## config.mk

```make
export PLATFORM = sky130hd
export DESIGN_NAME = planar_read_unit
export DESIGN_NICKNAME = d
export VERILOG_FILES = /design/src/rtl/rdu_pkg.sv /design/src/rtl/rdu_cfg.sv /design/src/rtl/rdu_plane_sel.sv /design/src/rtl/rdu_color_cmp.sv /design/src/rtl/planar_read_unit.sv
export SDC_FILE = /design/constraint.sdc
export NUM_CORES = 1
export LEC_CHECK = 0
export BUFFER_PORTS_ARGS = -buffer_cell sky130_fd_sc_hd__buf_2
export CORE_MARGIN = 2
export CORE_UTILIZATION = 35
export DETAILED_ROUTE_END_ITERATION = 6
export HOLD_SLACK_MARGIN = 0.15
export PLACE_DENSITY = 0.65
export SYNTH_ARGS = -nofsm -noshare
export SYNTH_HDL_FRONTEND = slang
export SYNTH_SLANG_ARGS = --single-unit
```

## constraint.sdc

```tcl
create_clock -name clk -period 2 [get_ports clk]
set_input_delay 0.2 -clock clk [delete_from_list [all_inputs] [get_ports clk]]
set_output_delay 0.2 -clock clk [all_outputs]
set_load 0.05 [all_outputs]
```

## src/rtl/rdu_pkg.sv

```systemverilog
package rdu_pkg;
    typedef enum logic [0:0] {
        RD_IDLE = 1'b0,
        RD_RESP = 1'b1
    } rd_state_e;

    localparam int IDX_W = 4;
    localparam logic [IDX_W-1:0] IDX_REF  = 4'h2;
    localparam logic [IDX_W-1:0] IDX_SEL  = 4'h4;
    localparam logic [IDX_W-1:0] IDX_MODE = 4'h5;
    localparam logic [IDX_W-1:0] IDX_MASK = 4'h7;
    localparam int MODE_BIT = 3;
endpackage

```

## src/rtl/rdu_cfg.sv

```systemverilog
module rdu_cfg
    import rdu_pkg::*;
#(
    parameter int PLANES = 4,
    parameter int BYTE_W = 8,
    localparam int SEL_W = $clog2(PLANES)
) (
    input  logic              clk,
    input  logic              rst_n,
    input  logic              we,
    input  logic [IDX_W-1:0]  idx,
    input  logic [BYTE_W-1:0] wdata,
    output logic [PLANES-1:0] ref_color,
    output logic [PLANES-1:0] plane_mask,
    output logic [SEL_W-1:0]  plane_sel,
    output logic              cmp_mode
);
    always_ff @(posedge clk or negedge rst_n) begin
        if (!rst_n) begin
            ref_color  <= '0;
            plane_mask <= '0;
            plane_sel  <= '0;
            cmp_mode   <= 1'b0;
        end else if (we) begin
            unique case (idx)
                IDX_REF:  ref_color  <= wdata[PLANES-1:0];
                IDX_SEL:  plane_sel  <= wdata[SEL_W-1:0];
                IDX_MODE: cmp_mode   <= wdata[MODE_BIT];
                IDX_MASK: plane_mask <= wdata[PLANES-1:0];
                default: ;
            endcase
        end
    end


    no_stray_write_chk: assert property (@(posedge clk) disable iff (!rst_n)
        (we && idx != IDX_REF && idx != IDX_SEL && idx != IDX_MODE && idx != IDX_MASK)
        |=> ($stable(ref_color) && $stable(plane_mask) && $stable(plane_sel) && $stable(cmp_mode)));
endmodule

```

## src/rtl/rdu_plane_sel.sv

```systemverilog
module rdu_plane_sel #(
    parameter int PLANES = 4,
    parameter int BYTE_W = 8,
    localparam int SEL_W = $clog2(PLANES)
) (
    input  logic [PLANES*BYTE_W-1:0] planes,
    input  logic [SEL_W-1:0]         sel,
    output logic [BYTE_W-1:0]        byte_out
);
    always_comb begin
        byte_out = planes[sel*BYTE_W +: BYTE_W];
    end
endmodule

```

## src/rtl/rdu_color_cmp.sv

```systemverilog
module rdu_color_cmp #(
    parameter int PLANES = 4,
    parameter int BYTE_W = 8
) (
    input  logic [PLANES*BYTE_W-1:0] planes,
    input  logic [PLANES-1:0]        ref_color,
    input  logic [PLANES-1:0]        plane_mask,
    output logic [BYTE_W-1:0]        match
);
    logic [BYTE_W-1:0][PLANES-1:0] pixel;

    for (genvar n = 0; n < BYTE_W; n++) begin : g_pix
        for (genvar p = 0; p < PLANES; p++) begin : g_pl
            assign pixel[n][p] = planes[p*BYTE_W + n];
        end
        assign match[n] = ~|((pixel[n] ^ ref_color) & plane_mask);
    end
endmodule

```

## src/rtl/planar_read_unit.sv

```systemverilog
module planar_read_unit
    import rdu_pkg::*;
#(
    parameter int PLANES = 4,
    parameter int BYTE_W = 8,
    localparam int BUS_W = PLANES * BYTE_W,
    localparam int SEL_W = $clog2(PLANES)
) (
    input  logic              clk,
    input  logic              rst_n,
    input  logic              cfg_we,
    input  logic [IDX_W-1:0]  cfg_idx,
    input  logic [BYTE_W-1:0] cfg_wdata,
    input  logic              rd_stb,
    input  logic [BUS_W-1:0]  plane_data,
    output logic [BYTE_W-1:0] rd_data,
    output logic              rd_valid,
    output logic              latch_load
);
    logic [PLANES-1:0] ref_color;
    logic [PLANES-1:0] plane_mask;
    logic [SEL_W-1:0]  plane_sel;
    logic              cmp_mode;
    logic [BYTE_W-1:0] sel_byte;
    logic [BYTE_W-1:0] match_byte;
    logic [BYTE_W-1:0] data_q;
    rd_state_e         state_q;
    rd_state_e         state_d;

    rdu_cfg #(.PLANES(PLANES), .BYTE_W(BYTE_W)) u_cfg (
        .clk        (clk),
        .rst_n      (rst_n),
        .we         (cfg_we),
        .idx        (cfg_idx),
        .wdata      (cfg_wdata),
        .ref_color  (ref_color),
        .plane_mask (plane_mask),
        .plane_sel  (plane_sel),
        .cmp_mode   (cmp_mode)
    );

    rdu_plane_sel #(.PLANES(PLANES), .BYTE_W(BYTE_W)) u_sel (
        .planes   (plane_data),
        .sel      (plane_sel),
        .byte_out (sel_byte)
    );

    rdu_color_cmp #(.PLANES(PLANES), .BYTE_W(BYTE_W)) u_cmp (
        .planes     (plane_data),
        .ref_color  (ref_color),
        .plane_mask (plane_mask),
        .match      (match_byte)
    );

    // Next-state logic
    always_comb begin
        state_d = state_q;
        unique case (state_q)
            RD_IDLE: if (rd_stb) state_d = RD_RESP;
            RD_RESP: state_d = rd_stb ? RD_RESP : RD_IDLE;
        endcase
    end

    // State register
    always_ff @(posedge clk or negedge rst_n) begin
        if (!rst_n) state_q <= RD_IDLE;
        else        state_q <= state_d;
    end

    // Result register: captured on each strobe, held otherwise
    always_ff @(posedge clk or negedge rst_n) begin
        if (!rst_n)      data_q <= '0;
        else if (rd_stb) data_q <= cmp_mode ? match_byte : sel_byte;
    end

    // Outputs
    always_comb begin
        rd_data    = data_q;
        rd_valid   = (state_q == RD_RESP);
        latch_load = (state_q == RD_RESP);
    end


    result_follows_stb_chk: assert property (@(posedge clk) disable iff (!rst_n)
        rd_stb |=> rd_valid);

    no_spurious_valid_chk: assert property (@(posedge clk) disable iff (!rst_n)
        !rd_stb |=> (!rd_valid && $stable(rd_data)));

    latch_pulse_chk: assert property (@(posedge clk) disable iff (!rst_n)
        rd_stb |=> latch_load);

    empty_mask_all_ones_chk: assert property (@(posedge clk) disable iff (!rst_n)
        (rd_stb && cmp_mode && plane_mask == '0) |=> (rd_data == {BYTE_W{1'b1}}));

    plane0_pass_chk: assert property (@(posedge clk) disable iff (!rst_n)
        (rd_stb && !cmp_mode && plane_sel == '0) |=> (rd_data == $past(plane_data[BYTE_W-1:0])));
endmodule

```

# ---- Word-level counts from Yosys, hierarchy flattened
# Index checks and enable logic that the tools add are counted.
dict set report op_classes {
  bitwise_logic 16
  eq_ne 4
  muxes 2
  shift 1
  n_reduce_logical 20
}
# operator n
set ops {}
lappend ops {{4-bit AND} 8}
lappend ops {{4-bit OR reduction} 8}
lappend ops {{32-bit by 6-bit variable part select with 8-bit output} 1}
lappend ops {{4-bit XOR} 8}
lappend ops {{4-bit by 3-bit == test with 1-bit output (second input constant)} 3}
lappend ops {{1-bit zero test} 8}
lappend ops {{8-bit two-way mux} 1}
lappend ops {{2-bit AND reduction} 4}
lappend ops {{4-bit by 2-bit == test with 1-bit output (second input constant)} 1}
lappend ops {{1-bit two-way mux} 1}
dict set report word_totals {
  in_bits 48
  word_cells 49
  output_inout_bits 10
  reg_bits 20
}

# ---- Depth between registers and ports, before layout
dict set report logic_depth {
  depth_word 5
  depth_mapped 4
  mapped_depth_nobuf 3
}

# ---- By module
# A second synthesis with hierarchy kept.
dict set report unflattened {
  hier_cells 133
  hier_area_um2 1600.3
}
# module cells_per_inst instances area_each_um2 seq_area_each_um2
set by_module_without_submodules {}
lappend by_module_without_submodules {rdu_color_cmp 56 1 514.2 0.0}
lappend by_module_without_submodules {rdu_cfg 30 1 473.0 275.3}
lappend by_module_without_submodules {planar_read_unit 37 1 416.6 225.2}
lappend by_module_without_submodules {rdu_plane_sel 10 1 196.4 0.0}

# ---- Least setup slack after synthesis
# Ideal clock, no wire load.
dict set report synth_timing {
  path_kind {flip-flop to flip-flop}
  from {register u_cfg.plane_sel[0]}
  to {register data_q[6] (netlist: rd_data[6])}
  arrival_ns 1.294
  setup_time_ns 0.118
  path_stages_with_launch 5
  required_ns 1.882
  slack_ns 0.588
  synth_period_minus_slack_ns 1.412
  path_buffers 1
  path_cell_list {dfrtp_1 > buf_6 > mux4_2 > a22o_1 > a21o_1}
}
dict set report synth_via {
  elab_chain_cells 2
}
# item line_no
set synth_rtl {}
lappend synth_rtl {{start, declared} rdu_cfg.sv:15} ;# output logic [SEL_W-1:0] plane_sel,
lappend synth_rtl {{start signal, assigned} rdu_cfg.sv:27} ;# IDX_SEL: plane_sel <= wdata[SEL_W-1:0];
lappend synth_rtl {{32-bit by 6-bit variable part select with 8-bit output} rdu_plane_sel.sv:11} ;# byte_out = planes[sel*BYTE_W +: BYTE_W];
lappend synth_rtl {{8-bit two-way mux} planar_read_unit.sv:73} ;# else if (rd_stb) data_q <= cmp_mode ? match_byte : sel_byte;
lappend synth_rtl {{end signal, assigned} planar_read_unit.sv:73}
lappend synth_rtl {{end, declared} planar_read_unit.sv:26} ;# logic [BYTE_W-1:0] data_q;
# Every way passes these cells.
# A chain may end at the register's enable or synchronous reset.

# ---- Final worst setup path
dict set report layout_timing {
  from {register u_cfg.plane_sel[0]}
  to {register data_q[0] (netlist: rd_data[0])}
}
# The elaborated chain is that of the path after synthesis.

==> flow_metrics.py <==
metrics = {
    "status": {
        "outcome": "complete, no violations",
    },
    "finish": {
        "num_antenna_cells": 0,
        "fin_area_mm2": 0.00182,
        "areaGrowthSynthToFinish_pct": 25.2,
        "final_cell_mix": "buf_2 (53), xor2_1 (32), dfrtp_1 (20), mux2_2 (11)",
        "drive_gt1_share_pct": 44.5,
        "layout_commonest_cell": "buf_2",
        "num-nets-final": 222,
    },
    "timing": {
        "rsz0062_at_grt": "false",
        "hold_violations": 0,
        "fmax_mhz": 570,
        "finalCritPeriodShare_pct": 87.7,
        "finalSetupTns_ns": 0,
        "setup_viol": 0,
        "holdWs_ns": 0.179,
        "min_period_ns": 1.75,
        "worstMarginPinSlew_ns": 0.564,
        "worst_slack_ns": 0.246,
        "drv_slew": 0,
        "relSlewSlack_pct": 62.4,
        "skew_ns": 0.00114,
    },
    "clock_tree": {
        "clock-sinks": 20,
        "cts_tree": "built",
        "cts_root_buf": "clkbuf_8",
        "htreeDepth": 1,
        "cts_buffers": 3,
        "clk_latency_ns": 0.26,
        "cts_buffer_depth": 2,
        "clk_pin_slew_ns": 0.08,
        "postCtsSetupRepairBufs": 0,
    },
    "floorplanning": {
        "core_mm2": 0.00400,
        "fp.dieW_um": 68.4,
        "initial_core_util_pct": 36.3,
        "num_rows": 23,
        "io_pins": 58,
        "dieArea_mm2": 0.00468,
        "fp.dieH_um": 68.4,
    },
    "grt": {
        "grt_pass1_vias": 1285,
        "grt-ovfl-total": 0,
        "antenna_found_initial": 0,
        "grt_pass1_wl_um": 5920,
        "grt_max_degree": 21,
        "track_usage_pct": 17.6,
    },
    "detailed_routing": {
        "antenna_left": 0,
        "route.detailed.drc": 0,
        "num_vias": 1265,
        "via_per_inst": 5.67,
        "wl_um": 4050,
        "drtIter0Drc": 75,
        "wl_per_cell_um": 18.2,
        "dr.pass1.iters": 5,
    },
    "setup_path": {
        "crit_path_end": "rd_data[0]$_DFFE_PN0P_",
        "crit_fanout": 9,
        "criticalPathCategory": "reg2reg",
        "crit_start": "u_cfg.plane_sel[0]$_DFFE_PN0P_",
        "cp.required_ns": 2.16,
        "start_kind": "register",
        "r2r_setup_slack_ns": 0.25,
        "r2r_cells": 3,
        "cp_data_arrival_time_ns": 1.91,
        "r2r-end": "rd_data[0]$_DFFE_PN0P_",
        "end_kind": "register",
        "reg2reg_from": "u_cfg.plane_sel[0]$_DFFE_PN0P_",
    },
    "synthesis": {
        "synth_ff_type": "dfrtp_1",
        "synth_warnings": 0,
        "avgSynthCellArea_um2": 11.6,
        "yosys.area.top_type": "dfrtp_1",
        "synth_top_area_share_pct": 34.5,
        "synthDistinctLibCells": 21,
        "ys_async_sr_fraction_pct": 100,
        "ys_top_cells_by_area": "dfrtp_1 (34%), xor2_1 (19%), mux4_2 (12%), mux2_2 (8.5%), a222oi_1 (5.5%)",
        "ys_ff_latch": 20,
        "synth-edff-count": 0,
        "synth_cells": 125,
        "syn_nets": 173,
        "syn-cell-area_mm2": 0.00145,
        "yosysSeqAreaShare_pct": 34.5,
    },
    "placed_design": {
        "placed_area_mm2": 0.00173,
        "place.detailed.hpwl_um": 2930,
        "place_ws_ns": 0.235,
        "place.port_buffers": 53,
        "gp_congestion": 0.764,
    },
    "power": {
        "powerDensity_mw_per_mm2": 1080,
        "leakage_nw": 0.907,
        "finalPower_mw": 1.96,
        "vdd_drop_max_mv": 0.499,
    },
    "worst_hold_path": {
        "hold_path.class": "in2reg",
        "holdPathStages": 2,
    },
    "job": {
        "max_cap_viol_count": 0,
    },
}
-- timing repair --
| action | in CTS | in global routing |
|---|---|---|
| hold buffers | 2 | 0 |
| endpoints found under the hold margin | 21 | 0 |
| gates resized for setup | 0 | 0 |
-- power by group --
group	internal, mW	switching [mW]	total, mW
registers	0.510	0.223	0.733
logic	0.380	0.434	0.814
clock network	0.267	0.143	0.411
total	1.16	0.800	1.96
-- per-stage QoR --
stage                     util (%)  cells
after floorplan                  -    125
final                         45.4    223
after global routing          45.4    223
after detailed placement      43.2    217
after global placement        43.2    217
after CTS                     45.4    223
-- Yosys cell counts (2+ instances only) --
cell and instances:
dfrtp_1 20, buf_2 4, a22o_1 8, a21oi_1 8, xor2_1 32, mux4_2 8, nand2_1 2, a21o_1 8
mux2_2 11, buf_1 5, nor2_1 2, a222oi_1 8
-- how the worst min path moves through the flow --
stage	slack (ns)	endpoint	start
3_5_place_dp	0.18	rd_data[2]$_DFFE_PN0P_	rst_n
4_1_cts	0.18	u_cfg.plane_mask[2]$_DFFE_PN0P_	cfg_wdata[2]
3_3_place_gp	0.18	rd_data[2]$_DFFE_PN0P_	rst_n
6_report	0.18	u_cfg.plane_mask[2]$_DFFE_PN0P_	cfg_wdata[2]
5_1_grt	0.18	u_cfg.ref_color[2]$_DFFE_PN0P_	cfg_wdata[2]
2_1_floorplan	-0.1	latch_load$_DFF_PN0_	rst_n
-- area by class of cell --
cell class	count	area, um2
inverters	1	3.75
clock buffers	3	41.3
multi-input cells	92	887
flip-flops and latches	20	500
fillers	381	2180
repair buffers	56	293
well taps	50	62.6
clock inverters	1	30.0
-- registers in the layout, indices dropped and copies added, names as in the netlist --
| register | cells |
|---|---|
| u_cfg.plane_mask | 4 |
| u_cfg.cmp_mode | 1 |
| u_cfg.ref_color | 4 |
| rd_data | 8 |
| latch_load | 1 |
| u_cfg.plane_sel | 2 |
-- logic make-up after synthesis --
kind of cell,synth area share (%)
multiplexers,20.9
XOR/XNOR,19.3
buffers and inverters,4.48
AO/OA/AOI/OAI,17.2
flip-flops,34.5
AND/OR/NAND/NOR,3.62
-- routing by layer --
metal	wire, um	part of all wire [%]	GRT usage [%]
met5	0	0	0
met4	40	0.99	6.25
met3	219	5.4	2.47
met2	2160	53	30.6
met1	1630	40	21.9
-- critical path, cell delays in order (launching register included) --
cell	delay (ns)
dfrtp_1	0.70
mux4_2	0.58
a22o_1	0.21
a21o_1	0.15
No activity file was read; power rests on OpenSTA's default activity.
